`config.mk`:
```
export PLATFORM = sky130hd
export DESIGN_NAME = sadc_ctrl_if
export DESIGN_NICKNAME = d
export VERILOG_FILES = /design/src/rtl/sadc_pkg.sv /design/src/rtl/sadc_sync.sv /design/src/rtl/sadc_shift.sv /design/src/rtl/sadc_seq.sv /design/src/rtl/sadc_ctrl_if.sv
export SDC_FILE = /design/constraint.sdc
export NUM_CORES = 1
export LEC_CHECK = 0
export BUFFER_PORTS_ARGS = -buffer_cell sky130_fd_sc_hd__buf_2
export CORE_MARGIN = 1
export CORE_UTILIZATION = 40
export CTS_CLUSTER_DIAMETER = 150
export DETAILED_ROUTE_END_ITERATION = 16
export SYNTH_ARGS = -nofsm -noshare
export SYNTH_HDL_FRONTEND = slang
export SYNTH_SLANG_ARGS = --single-unit
```
`constraint.sdc`:
```
create_clock -name clk -period 2.1 [get_ports clk]
set_input_delay 0.105 -clock clk [delete_from_list [all_inputs] [get_ports clk]]
set_output_delay 0.105 -clock clk [all_outputs]
set_load 0.05 [all_outputs]
```
`src/rtl/sadc_pkg.sv`:
```
package sadc_pkg;
  localparam int WORD_W = 16;
  localparam int CFG_W  = WORD_W - 1;
  localparam int FLAG_BIT = WORD_W - 1;

  localparam int F_APD  = 0;
  localparam int F_OPD  = 1;
  localparam int F_NULL = 2;
  localparam int F_GCAL = 3;
  localparam int F_CHAN = 4;
  localparam int F_DIV_LO = 7;
  localparam int F_DIV_W  = 2;
  localparam int F_TIME_LO = 9;
  localparam int F_TIME_W  = 4;

  typedef enum logic [1:0] {SQ_IDLE, SQ_RUN, SQ_STALL} seq_st_t;

  // A conversion cannot proceed if the oscillator is off now or is about to be.
  function automatic logic stall_on_commit(input logic [CFG_W-1:0] old_cfg,
                                           input logic [CFG_W-1:0] new_cfg);
    return old_cfg[F_OPD] | new_cfg[F_OPD];
  endfunction
endpackage

```
`src/rtl/sadc_sync.sv`:
```
module sadc_sync #(
  parameter int W = 1,
  parameter int STAGES = 2,
  parameter logic [W-1:0] RST_VAL = '0
) (
  input  logic         clk,
  input  logic         rst_n,
  input  logic [W-1:0] d_i,
  output logic [W-1:0] q_o
);
  logic [W-1:0] stg [STAGES];

  always_ff @(posedge clk or negedge rst_n) begin
    if (!rst_n) begin
      for (int i = 0; i < STAGES; i++) stg[i] <= RST_VAL;
    end else begin
      stg[0] <= d_i;
      for (int i = 1; i < STAGES; i++) stg[i] <= stg[i-1];
    end
  end

  assign q_o = stg[STAGES-1];
endmodule

```
`src/rtl/sadc_shift.sv`:
```
module sadc_shift
  import sadc_pkg::*;
(
  input  logic              clk,
  input  logic              rst_n,
  input  logic              sclk_s,
  input  logic              csn_s,
  input  logic              sdi_s,
  input  logic [WORD_W-1:0] load_word_i,
  output logic              sdo_o,
  output logic              frame_active_o,
  output logic              frame_ok_o,
  output logic [WORD_W-1:0] frame_word_o
);
  localparam int CNT_W = $clog2(WORD_W + 2);
  localparam logic [CNT_W-1:0] CNT_FULL = CNT_W'(WORD_W);
  localparam logic [CNT_W-1:0] CNT_SAT  = CNT_W'(WORD_W + 1);

  logic sclk_d, csn_d;
  logic [WORD_W-1:0] in_q, out_q;
  logic [CNT_W-1:0]  cnt_q;

  wire cs_fall = csn_d & ~csn_s;
  wire cs_rise = ~csn_d & csn_s;
  wire sck_rise = ~sclk_d & sclk_s & ~csn_s;
  wire sck_fall = sclk_d & ~sclk_s & ~csn_s;

  always_ff @(posedge clk or negedge rst_n) begin
    if (!rst_n) begin
      sclk_d <= 1'b0;
      csn_d  <= 1'b1;
      in_q   <= '0;
      out_q  <= '0;
      cnt_q  <= '0;
    end else begin
      sclk_d <= sclk_s;
      csn_d  <= csn_s;
      if (cs_fall) begin
        out_q <= load_word_i;
        cnt_q <= '0;
      end else begin
        if (sck_rise) begin
          in_q <= {in_q[WORD_W-2:0], sdi_s};
          if (cnt_q != CNT_SAT) cnt_q <= cnt_q + 1'b1;
        end
        if (sck_fall) out_q <= {out_q[WORD_W-2:0], 1'b0};
      end
    end
  end

  assign sdo_o          = out_q[WORD_W-1];
  assign frame_active_o = ~csn_s;
  assign frame_ok_o     = cs_rise && (cnt_q == CNT_FULL);
  assign frame_word_o   = in_q;
endmodule

```
`src/rtl/sadc_seq.sv`:
```
module sadc_seq
  import sadc_pkg::*;
(
  input  logic              clk,
  input  logic              rst_n,
  input  logic              frame_ok_i,
  input  logic [WORD_W-1:0] word_i,
  input  logic              frame_active_i,
  input  logic              done_i,
  input  logic [WORD_W-1:0] result_i,
  output logic [CFG_W-1:0]  cfg_o,
  output logic [WORD_W-1:0] io_word_o,
  output logic              busy_n_o,
  output logic              conv_start_o,
  output logic              commit_ev_o,
  output logic              noop_ev_o,
  output logic              load_ev_o
);
  seq_st_t st_q;
  logic    stall_now;

  assign commit_ev_o = frame_ok_i & word_i[FLAG_BIT];
  assign noop_ev_o   = frame_ok_i & ~word_i[FLAG_BIT];
  assign load_ev_o   = done_i & (st_q == SQ_RUN) & ~frame_active_i;
  assign stall_now   = stall_on_commit(cfg_o, word_i[CFG_W-1:0]);

  always_ff @(posedge clk or negedge rst_n) begin
    if (!rst_n) begin
      cfg_o        <= '0;
      io_word_o    <= '0;
      st_q         <= SQ_IDLE;
      conv_start_o <= 1'b0;
    end else begin
      conv_start_o <= 1'b0;
      if (commit_ev_o) begin
        cfg_o        <= word_i[CFG_W-1:0];
        st_q         <= stall_now ? SQ_STALL : SQ_RUN;
        conv_start_o <= ~stall_now;
      end else if (noop_ev_o) begin
        st_q <= SQ_IDLE;
      end else if (load_ev_o) begin
        io_word_o <= result_i;
        st_q      <= SQ_IDLE;
      end
    end
  end

  assign busy_n_o = (st_q == SQ_IDLE);
endmodule

```
`src/rtl/sadc_ctrl_if.sv`:
```
module sadc_ctrl_if
  import sadc_pkg::*;
(
  input  logic              clk,
  input  logic              rst_n,
  input  logic              sclk_i,
  input  logic              csn_i,
  input  logic              sdi_i,
  output logic              sdo_o,
  output logic              sdo_oe_o,
  input  logic              done_i,
  input  logic [WORD_W-1:0] result_i,
  output logic              busy_n_o,
  output logic              conv_start_o,
  output logic              osc_en_o,
  output logic              apd_o,
  output logic              null_o,
  output logic              gcal_o,
  output logic              chan_o,
  output logic [F_DIV_W-1:0]  div_sel_o,
  output logic [F_TIME_W-1:0] time_sel_o
);
  logic [2:0] raw_in, syn_in;
  logic sclk_s, csn_s, sdi_s;
  logic frame_active, frame_ok;
  logic [WORD_W-1:0] frame_word, io_word;
  logic [CFG_W-1:0]  cfg;
  logic commit_ev, noop_ev, load_ev;

  assign raw_in = {sclk_i, csn_i, sdi_i};
  assign {sclk_s, csn_s, sdi_s} = syn_in;

  sadc_sync #(.W(3), .STAGES(2), .RST_VAL(3'b010)) u_sync (
    .clk(clk), .rst_n(rst_n), .d_i(raw_in), .q_o(syn_in)
  );

  sadc_shift u_shift (
    .clk(clk), .rst_n(rst_n), .sclk_s(sclk_s), .csn_s(csn_s), .sdi_s(sdi_s),
    .load_word_i(io_word), .sdo_o(sdo_o), .frame_active_o(frame_active),
    .frame_ok_o(frame_ok), .frame_word_o(frame_word)
  );

  sadc_seq u_seq (
    .clk(clk), .rst_n(rst_n), .frame_ok_i(frame_ok), .word_i(frame_word),
    .frame_active_i(frame_active), .done_i(done_i), .result_i(result_i),
    .cfg_o(cfg), .io_word_o(io_word), .busy_n_o(busy_n_o),
    .conv_start_o(conv_start_o), .commit_ev_o(commit_ev),
    .noop_ev_o(noop_ev), .load_ev_o(load_ev)
  );

  assign sdo_oe_o   = frame_active;
  assign osc_en_o   = ~cfg[F_OPD];
  assign apd_o      = cfg[F_APD];
  assign null_o     = cfg[F_NULL];
  assign gcal_o     = cfg[F_GCAL];
  assign chan_o     = cfg[F_CHAN];
  assign div_sel_o  = cfg[F_DIV_LO +: F_DIV_W];
  assign time_sel_o = cfg[F_TIME_LO +: F_TIME_W];
endmodule

```
## Word level (Yosys, flattened, before mapping)

Index checks and enable logic that the tools add are counted.

- Add/sub/neg operators: 1
- Equal/unequal tests: 3
- Mux-type cells: 10
- Bitwise operators: 21
- Reduce and logical (&&, ||, !) cells: 9

Operator list:

| kind | count |
|---|---|
| $mux 16 | 2 |
| $mux 5 | 3 |
| $and 1x1->1 | 10 |
| $not 1->1 | 10 |
| $mux 2 | 4 |
| $reduce_bool 2->1 | 3 |
| $add 5x1->5 const B | 1 |
| $eq 5x5->1 const B | 1 |
| $ne 5x5->1 const B | 1 |
| $reduce_and 2->1 | 2 |
| $reduce_and 3->1 | 1 |
| $reduce_bool 3->1 | 1 |
| $eq 2x1->1 const B | 1 |
| $logic_not 2->1 | 1 |
| $logic_and 1x1->1 | 1 |
| $mux 1 | 1 |
| $or 1x1->1 | 1 |

- Flip-flop bits (word level): 77
- Input bits: 22
- Output and inout port bits: 15
- Logic and storage cells: 55

## Logic depth before layout (Yosys ltp)

Gate-level depths: netlist of the first run.

- Word-level depth: 6
- Gate-level depth with buffers: 6
- Gate-level depth less buffers: 5

## Hierarchy

Synthesis of the first run repeated with hierarchy kept, for this count alone.

- Cells, all modules: 232
- Area total of the unflattened synthesis: 3246.9 um2

By module, submodules not included:

| module | times used | cells an instance | area an instance (um2) | seq. area each (um2) |
|---|---|---|---|---|
| sadc_shift | 1 | 142 | 1689.1 | 977.2 |
| sadc_seq | 1 | 80 | 1378.8 | 850.8 |
| sadc_sync | 1 | 9 | 175.2 | 152.6 |
| sadc_ctrl_if | 1 | 1 | 3.8 | 0.0 |

## Worst setup path after synthesis of the first run

No wires, ideal clock.

- Kind: reg2reg
- Start: register u_sync.stg (netlist bit u_sync.q_o[1])
- End: register u_shift.out_q[10]
- Library setup time: 0.125 ns
- Arrival time: 1.710 ns
- Required time: 1.975 ns
- Slack: 0.266 ns
- Cell stages (with the launch flop): 6
- Path buffers: 2
- Period minus slack after synthesis: 1.834 ns
- Cell sequence: dfstp_2 inv_1 o21a_1 clkbuf_1 buf_2 mux2_2

- Word-level cells in the longest chain between the ends: 3
- Elaborated cells on any way between the ends: 5
- Classes of those cells: 1 x mux; 3 x bitwise; 1 x reduce/logical

Ends and longest elaborated chain:

| element | RTL line | source |
|---|---|---|
| from (decl) | sadc_sync.sv:11 | `logic [W-1:0] stg [STAGES];` |
| $not 1->1 * | n/a |  |
| via sdo_oe_o | sadc_ctrl_if.sv:10 | `output logic sdo_oe_o,` |
| $and 1x1->1 (on tied branches) | sadc_shift.sv:23, sadc_shift.sv:26 |  |
| $mux 16 / $reduce_bool 2->1 (equally long branches) | n/a |  |
| to (signal assigned) | sadc_shift.sv:39 | `out_q <= load_word_i;` |
| to (signal assigned) | sadc_shift.sv:46 | `if (sck_fall) out_q <= {out_q[WORD_W-2:0], 1'b0};` |
| to (decl) | sadc_shift.sv:20 | `logic [WORD_W-1:0] in_q, out_q;` |

Mark *: on every way through the listed nets, which the timed path passes. The rest lies on a longest branch.
A chain may end at the register's enable or synchronous reset.

## Final worst setup path of the first run

- Start: register u_shift.cnt_q[2]
- End: register u_seq.cfg_o[1]

- Word-level cells in the longest chain between the ends: 3

Ends and longest elaborated chain:

| element | RTL line | source |
|---|---|---|
| from (decl) | sadc_shift.sv:21 | `logic [CNT_W-1:0] cnt_q;` |
| from (signal assigned) | sadc_shift.sv:44 | `if (cnt_q != CNT_SAT) cnt_q <= cnt_q + 1'b1;` |
| $eq 5x5->1 | sadc_shift.sv:53 | `assign frame_ok_o = cs_rise && (cnt_q == CNT_FULL);` |
| $logic_and 1x1->1 | sadc_shift.sv:53 |  |
| $and 1x1->1 | sadc_seq.sv:22 | `assign commit_ev_o = frame_ok_i & word_i[FLAG_BIT];` |
| to (signal assigned) | sadc_seq.sv:36 | `cfg_o <= word_i[CFG_W-1:0];` |
| to (decl) | sadc_seq.sv:11 | `output logic [CFG_W-1:0] cfg_o,` |

No other way between the ends.

==> impl_metrics.toml, run 1 <==
[sta]
max_freq_mhz = 573
rsz0062_at_grt = "no"
period_share_pct = 83.1
finalCriticalPeriod_ns = 1.74
finalSetupTns_ns = 0
fin_worst_skew_ns = 0.00991
worst_slew_pin_slew_ns = 0.481
setup_violations = 0
slew_violations = 0
slew_headroom_pct = 67.6
hold_violations = 0

[place]
dp.cells = 338
io_buffers = 36
dp_hpwl_um = 3250
routabilityCongestion = 0.718

[pwr]
cellLeakagePower_nw = 1.91
finalPower_mw = 2.95
sequentialPowerShare_pct = 52.1
p_switching_mw = 0.623
clkPwrFrac_pct = 41.9
swShare_pct = 21.2
max-vdd-ir-drop_uv = 340
comb_power_share_pct = 6.0
internal_power_mw = 2.32
power_density_mw_per_mm2 = 769

[routing]
drtAntennaViolNets = 0
drt_pre_antenna_iters = 3
drcViolationCount = 0
viasPerCell = 4.78
route.detailed.wl_per_inst_um = 13.5
drt-initial-drc-count = 76
drt_wl_total_um = 5040
vias = 1788

[layout]
multi_input_area_mm2 = 0.00112
drive_gt1_share_pct = 50.5
area_growth_pct = 22.7
final_cells = 374
antenna_cells = 0
final_nets = 295
post-route-util_pct = 51.7
fill_cells = 654
seqCellArea_mm2 = 0.00188

[setup_path]
crit_required_ns = 2.32
critPathCapture = "u_seq.cfg_o[1]"
critPathLaunch = "u_shift.cnt_q[2]"
ff2ff_setup_slack_ns = 0.36
critPathKind = "reg2reg"
crit_path_end_kind = "flip-flop"
reg2reg_to = "u_seq.cfg_o[1]"
cp-start-kind = "flip-flop"
worstPathMaxFanout = 11
worstRegToRegCells = 4
arrival_ns = 1.97
reg2reg_from = "u_shift.cnt_q[2]"

[outcome]
outcome = "finished, final reports clean"

[clock_network]
numCtsBuffers = 9
root_buffer = "clkbuf_8"
cts.clk_slew.worst_paths_ns = 0.08
clockBufferDepth = 2
cts_num_sinks = 75
cts_tree = "yes"
clk_latency_ns = 0.34
cts_setup_buffers = 0
h-tree-depth = 3
postCtsResizedCells = 0

[floorplan]
initial_core_util_pct = 42.2
row_count = 31
pin_count = 37
core_mm2 = 0.00741
fp.dieH_um = 90.4
die_w_um = 90.4
die-area_mm2 = 0.00816

[logic_synthesis]
synth_area_mm2 = 0.00312
yosysMostFrequentCell = "mux2_2"
synth_flop_cell = "dfrtp_1"
syn_inst = 211
synthDistinctLibCells = 32
avgSynthCellArea_um2 = 14.8
netlist.area_leader.share_pct = 57.7
synth_area_leaders = "dfrtp_1, mux2_2, dfstp_2"
yosysTopAreaCell = "dfrtp_1"
synth_fp_nets = 236
yosysWarnings = 0
yosysSeqAreaShare_pct = 60.2
synth-seq-cells = 75
synth_edf_count = 0
ys_top_cells_by_count = "mux2_2, dfrtp_1, buf_4, o21ai_0, inv_1"
async_reset_ff_share_pct = 100

[grt]
antenna_found_initial = 0
grt_use_total_pct = 14.2
grt_pass1_vias = 1883
grt_pass1_wl_um = 8930
grt-ovfl-total = 0
grt_start_max_net_pins = 43

[run]
maxCapViolCount = 0

[worst_hold_path]
holdCritPathClass = "in2reg"
min_path_cells = 3
holdCritStartpoint = "done_i"
==> cell type report <==
| class | count | area share [%] |
|---|---|---|
| Tap cell | 99 | 3.23 |
| Inverter | 6 | 0.588 |
| Multi-Input combinational cell | 115 | 29.2 |
| Sequential cell | 75 | 49.1 |
| Timing Repair Buffer | 63 | 12.0 |
| Clock inverter | 4 | 1.89 |
| Clock buffer | 12 | 4.05 |
==> sequential cells by signal, summed over array words and instances (netlist names), 2 cells and up <==
name                  flops
u_shift.out_q            16
u_shift.frame_word_o     16
u_seq.io_word_o          16
u_seq.st_q                2
u_sync.q_o                3
u_sync.stg                3
u_shift.cnt_q             5
u_seq.cfg_o              11
==> logic make-up after synthesis <==
logic type | share of synthesized area, %
flops | 60.2
buf+inv | 4.01
simple gates | 4.65
fa+ha+maj | 1.20
mux | 26.3
compound gates | 3.61
==> worst min-delay path by stage <==
stage	to	slack [ns]
finish	u_seq.st_q[0]	0.14
global route	u_seq.st_q[0]	0.14
CTS	u_seq.st_q[0]	0.13
detailed placement	u_seq.cfg_o[8]	0.08
global placement	u_seq.cfg_o[8]	0.08
floorplan	u_seq.cfg_o[0]	-0.19
==> routing by layer <==
layer / routed length (µm) / GRT usage (%) / part of all wire, % / vias to the layer above
met5: 0 / 0 / 0 / -
met4: 136 / 8.47 / 2.7 / 0
met3: 133 / 3.62 / 2.6 / 11
met2: 2340 / 21.8 / 46 / 27
met1: 2440 / 18.2 / 48 / 885
li1: - / - / - / 865
==> cell usage in the layout, fill, tap and decap left out, types with 3 or more instances in the layout <==
cell type | Yosys | routed
or3_1 | 3 | 3
dfrtp_1 | 72 | 72
dlygate4sd3_1 | 0 | 20
o21ai_0 | 7 | 7
inv_1 | 6 | 6
a21oi_1 | 4 | 4
dfstp_2 | 3 | 3
mux2_2 | 73 | 73
ha_1 | 3 | 3
clkbuf_8 | 0 | 11
buf_2 | 4 | 35
buf_4 | 7 | 6
==> metrics by stage <==
stage | hold slack (ns) | instance area (µm²) | worst slack (ns)
finish | 0.144 | 3830 | 0.355
global route | 0.143 | 3830 | 0.283
detailed placement | 0.0825 | 3400 | 0.365
floorplan | -0.191 | 3120 | 0.266
global placement | 0.0776 | 3400 | 0.404
CTS | 0.131 | 3830 | 0.357
==> power groups by stage <==
stage / registers [mW] / clock network (mW) / logic (mW)
4_1_cts: 1.54 / 1.29 / 0.182
5_1_grt: 1.54 / 1.35 / 0.199
3_3_place_gp: 1.56 / 0 / 0.149
2_1_floorplan: 1.55 / 0 / 0.0871
6_report: 1.54 / 1.24 / 0.176
3_5_place_dp: 1.56 / 0 / 0.154
==> critical path, stage by stage (launching register included) <==
cell	delay [ns]
dfrtp_1	0.43
or3b_1	0.49
nor2_1	0.14
buf_4	0.21
mux2_2	0.35
==> timing repair <==
action / in CTS / in global routing
setup endpoints to repair: 0 / 0
hold buffers: 20 / 0
endpoints found under the hold margin: 49 / 0
No activity file was read; power rests on OpenSTA's default activity.
==> run 2: changes to the inputs <==
==> constraint.sdc (replaced) <==
create_clock -name clk -period 1.45 [get_ports clk]
set_input_delay 0.0725 -clock clk [delete_from_list [all_inputs] [get_ports clk]]
set_output_delay 0.0725 -clock clk [all_outputs]
set_load 0.05 [all_outputs]
==> impl_metrics.toml, run 2 (synthesis gave the netlist of run 1 again) <==
[outcome]
outcome = "complete, but fails checks"
violations = "setup timing"

[grt]
antenna_found_initial = 0
grt_pass1_wl_um = 9410
grt_use_total_pct = 14.8
grt_start_max_net_pins = 35
grt_pass1_vias = 1957
grt-ovfl-total = 0

[sta]
finalCriticalPeriod_ns = 1.61
worst_slew_pin_slew_ns = 0.331
period_share_pct = 111
slew_headroom_pct = 77.9
fin_worst_skew_ns = 0.00772
fin_ws_ns = -0.164
rsz0062_at_grt = "yes"
slew_violations = 0
finalSetupTns_ns = -8.69
max_freq_mhz = 620
hold_violations = 0
setup_violations = 63

[clock_network]
clockBufferDepth = 2
numCtsBuffers = 9
h-tree-depth = 3
cts_tree = "yes"
clk_latency_ns = 0.34
root_buffer = "clkbuf_8"
cts.clk_slew.worst_paths_ns = 0.08
cts_num_sinks = 75

[routing]
drt_pre_antenna_iters = 4
drt-initial-drc-count = 35
drcViolationCount = 0
route.detailed.wl_per_inst_um = 14.2
drtAntennaViolNets = 0
vias = 1879
drt_wl_total_um = 5600
viasPerCell = 4.77

[run]
maxCapViolCount = 0

[place]
dp.cells = 356
dp_hpwl_um = 3490
routabilityCongestion = 0.677
io_buffers = 36
dp_slack_ns = -0.176

[setup_path]
reg2reg_from = "u_shift.cnt_q[3]"
critical_path.top_delay_family = "simple AND/OR/NAND/NOR gates"
max_stage_delay_ns = 0.46
ff2ff_setup_slack_ns = -0.16
crit_chain = "or3b_4 > o21bai_4 > buf_12 > mux2_4"
critPathKind = "reg2reg"
worstRegToRegCells = 4
worstPathMaxFanout = 16
crit_required_ns = 1.68
crit_cells = 4
crit_path_end_kind = "flip-flop"
reg2reg_to = "u_seq.io_word_o[2]"
cp-start-kind = "flip-flop"
cp_num_buf_inv = 1
arrival_ns = 1.84
slowest_stage = "or3b_4"

[layout]
final_nets = 315
final_cells = 394
final_cell_mix = "dfrtp_1, mux2_4, buf_2"
post-route-util_pct = 58.1
antenna_cells = 0
drive_gt1_share_pct = 60.0
final_common_cell = "dfrtp_1"
area_growth_pct = 37.9

[floorplan]
fp.dieH_um = 90.4
die_w_um = 90.4
row_count = 31
core_mm2 = 0.00741
die-area_mm2 = 0.00816
initial_core_util_pct = 42.2
pin_count = 37

[worst_hold_path]
holdCritPathClass = "in2async"

[pwr]
max-vdd-ir-drop_uv = 441
power_density_mw_per_mm2 = 937
cellLeakagePower_nw = 2.11
run 2: worst register-to-register path, stage by stage, from the launching register on:
cell and delay [ns]:
dfrtp_1 0.38, or3b_4 0.46, o21bai_4 0.15, buf_12 0.19, mux2_4 0.32
run 2: final cells by class:
| type | count | area, µm² |
|---|---|---|
| Fill cell | 612 | 3100 |
| Sequential cell | 75 | 1880 |
| Multi-Input combinational cell | 115 | 1420 |
| Timing Repair Buffer | 83 | 682 |
| Clock buffer | 10 | 138 |
| Tap cell | 99 | 124 |
| Clock inverter | 6 | 41.3 |
| Inverter | 6 | 26.3 |
run 2: worst max path at each step:
stage | from | to | slack [ns]
CTS | u_sync.q_o[1] | u_shift.frame_word_o[12] | -0.18
detailed placement | u_shift.cnt_q[1] | u_shift.cnt_q[0] | -0.18
floorplan | u_sync.q_o[1] | u_shift.out_q[10] | -0.24
finish | u_shift.cnt_q[3] | u_seq.io_word_o[2] | -0.16
global route | u_sync.q_o[1] | u_shift.out_q[11] | -0.22
global placement | u_shift.cnt_q[3] | u_seq.io_word_o[2] | -0.16
run 2: power by group:
| group | internal, mW | total [mW] | switching, mW | leakage [nW] |
|---|---|---|---|---|
| registers | 2.16 | 2.23 | 0.0647 | 1.02 |
| clock network | 0.664 | 1.44 | 0.779 | 0.0843 |
| logic | 0.220 | 0.364 | 0.144 | 1.00 |
| total | 3.05 | 4.04 | 0.988 | 2.11 |
run 2: repair_timing:
action	4_1_cts	5_1_grt
setup endpoints to repair	66	67
hold endpoints to repair	75	0
setup buffers	2	1
pin swaps	3	4
gates resized for setup	23	15
hold buffers	20	0
run 2: per-layer routing:
| metal | up-vias | track usage (%) | wire length (µm) |
|---|---|---|---|
| met2 | 27 | 21.4 | 2560 |
| met1 | 941 | 21.0 | 2790 |
| met5 | - | 0 | 0 |
| li1 | 901 | - | - |
| met4 | 0 | 8.47 | 109 |
| met3 | 10 | 2.69 | 139 |
run 2: stage by stage:
step | hold slack (ns) | instance area (µm²) | power, mW
after floorplan | -0.223 | 3340 | 2.42
after global placement | 0.000306 | 3760 | 2.56
after detailed placement | 0.00186 | 3760 | 2.57
after CTS | 0.157 | 4240 | 4.09
after global routing | 0.185 | 4310 | 4.23
final | 0.165 | 4310 | 4.04
==> run 3: changes to the inputs <==
--- a/config.mk
+++ b/config.mk
@@ -6,10 +6,14 @@
 export NUM_CORES = 1
 export LEC_CHECK = 0
 export BUFFER_PORTS_ARGS = -buffer_cell sky130_fd_sc_hd__buf_2
+export CELL_PAD_IN_SITES_DETAIL_PLACEMENT = 1
+export CELL_PAD_IN_SITES_GLOBAL_PLACEMENT = 2
 export CORE_MARGIN = 1
-export CORE_UTILIZATION = 40
+export CORE_UTILIZATION = 37
 export CTS_CLUSTER_DIAMETER = 150
 export DETAILED_ROUTE_END_ITERATION = 16
+export PLACE_DENSITY_LB_ADDON = 0.1
 export SYNTH_ARGS = -nofsm -noshare
 export SYNTH_HDL_FRONTEND = slang
 export SYNTH_SLANG_ARGS = --single-unit
+export TNS_END_PERCENT = 50
==> impl_metrics.toml, run 3 (synthesis gave the netlist of run 1 again) <==
[sta]
worst_slew_pin_slew_ns = 0.336
setup_violations = 66
finalCriticalPeriod_ns = 1.67
slew_headroom_pct = 77.6
max_freq_mhz = 600
fin_ws_ns = -0.217
slew_violations = 0
whs_ns = 0.166
finalSetupTns_ns = -10.31
period_share_pct = 115
fin_worst_skew_ns = 0.0103
rsz0062_at_grt = "yes"
hold_violations = 0

[routing]
drt_pre_antenna_iters = 4
drt_wl_total_um = 6470
viasPerCell = 4.82
drt-initial-drc-count = 59
drtAntennaViolNets = 0
route.detailed.wl_per_inst_um = 15.9
drcViolationCount = 0
vias = 1965

[layout]
final_common_cell = "dfrtp_1"
final_cells = 408
area_growth_pct = 40.6
multi_input_area_mm2 = 0.00136
final_cell_mix = "dfrtp_1, mux2_4, buf_2"
post-route-util_pct = 53.7
drive_gt1_share_pct = 59.7
final_nets = 323
fill_cells = 792
antenna_cells = 0
design_area_mm2 = 0.00439
seqCellArea_mm2 = 0.00188

[grt]
grt-ovfl-total = 0
grt_start_max_net_pins = 41
grt_pass1_wl_um = 10800
grt_pass1_vias = 2214
antenna_found_initial = 0
grt_use_total_pct = 16.2

[pwr]
power_density_mw_per_mm2 = 1010
cellLeakagePower_nw = 2.17
max-vdd-ir-drop_uv = 563
finalPower_mw = 4.43

[floorplan]
die_w_um = 93.9
fp.dieH_um = 93.9
core_mm2 = 0.00818
initial_core_util_pct = 38.2
die-area_mm2 = 0.00881
pin_count = 37
row_count = 33

[run]
maxCapViolCount = 0

[setup_path]
cp-start-kind = "flip-flop"
worstPathMaxFanout = 8
crit_required_ns = 1.68
arrival_ns = 1.90
critPathKind = "reg2reg"
crit_path_end_kind = "flip-flop"

[outcome]
violations = "setup timing"
outcome = "complete, but fails checks"

[worst_hold_path]
holdCritPathClass = "in2async"

[place]
placed_cell_area_mm2 = 0.00371
io_buffers = 36
dp.cells = 364
dp_hpwl_um = 3910
routabilityCongestion = 0.694
dp_slack_ns = -0.188

[clock_network]
cts.clk_slew.worst_paths_ns = 0.08
clockBufferDepth = 2
root_buffer = "clkbuf_8"
cts_num_sinks = 75
h-tree-depth = 3
cts_tree = "yes"
clk_latency_ns = 0.34
numCtsBuffers = 9
## run 3: final cells by class
class / count / area share, %
clock buffer: 12 / 3.53
clock inverter: 4 / 1.65
multi-input combinational: 115 / 30.9
timing repair buffer: 91 / 17.5
sequential: 75 / 42.8
inverter: 6 / 0.598
tap: 105 / 2.99
## run 3: power breakdown
| group | switching [mW] | total (mW) | internal, mW |
|---|---|---|---|
| clock | 0.759 | 1.82 | 1.06 |
| combinational | 0.149 | 0.377 | 0.229 |
| sequential | 0.0686 | 2.23 | 2.16 |
| total | 0.976 | 4.43 | 3.45 |
## run 3: worst paths after layout
kind / endpoint / startpoint / slack (ns) / depth (start not counted)
worst max-delay path: u_seq.io_word_o[8] / u_shift.cnt_q[2] / -0.22 / 4
worst min-delay path: u_seq.cfg_o[3] / rst_n / 0.17 / 2
worst max register to register: u_seq.io_word_o[8] / u_shift.cnt_q[2] / -0.22 / 4
worst min register to register: u_sync.q_o[0] / u_sync.stg[3] / 0.35 / 0
max in group asynchronous: u_shift.csn_d / rst_n / 0.72 / 3
min in group clk: u_seq.st_q[0] / done_i / 0.24 / 4
## run 3: timing repair
action                     CTS  global route
hold buffers                20             0
cloned                       0             2
pin swaps                    5             8
hold endpoints to repair    93             0
gates resized for setup     10            33
setup endpoints to repair   67            68
setup buffers                3             4
## run 3: routing by layer
| layer | up-vias | track usage (%) | part of all wire, % |
|---|---|---|---|
| met2 | 24 | 24.9 | 47 |
| met5 | - | 0 | 0 |
| li1 | 912 | - | - |
| met3 | 10 | 3.64 | 2.3 |
| met1 | 1019 | 21.8 | 49 |
| met4 | 0 | 7.31 | 1.6 |
## run 3: worst max-delay path, stage by stage, from the launching register on
cell	delay, ns
dfrtp_1	0.38
or3b_4	0.45
o21bai_4	0.22
clkbuf_16	0.20
mux2_4	0.30
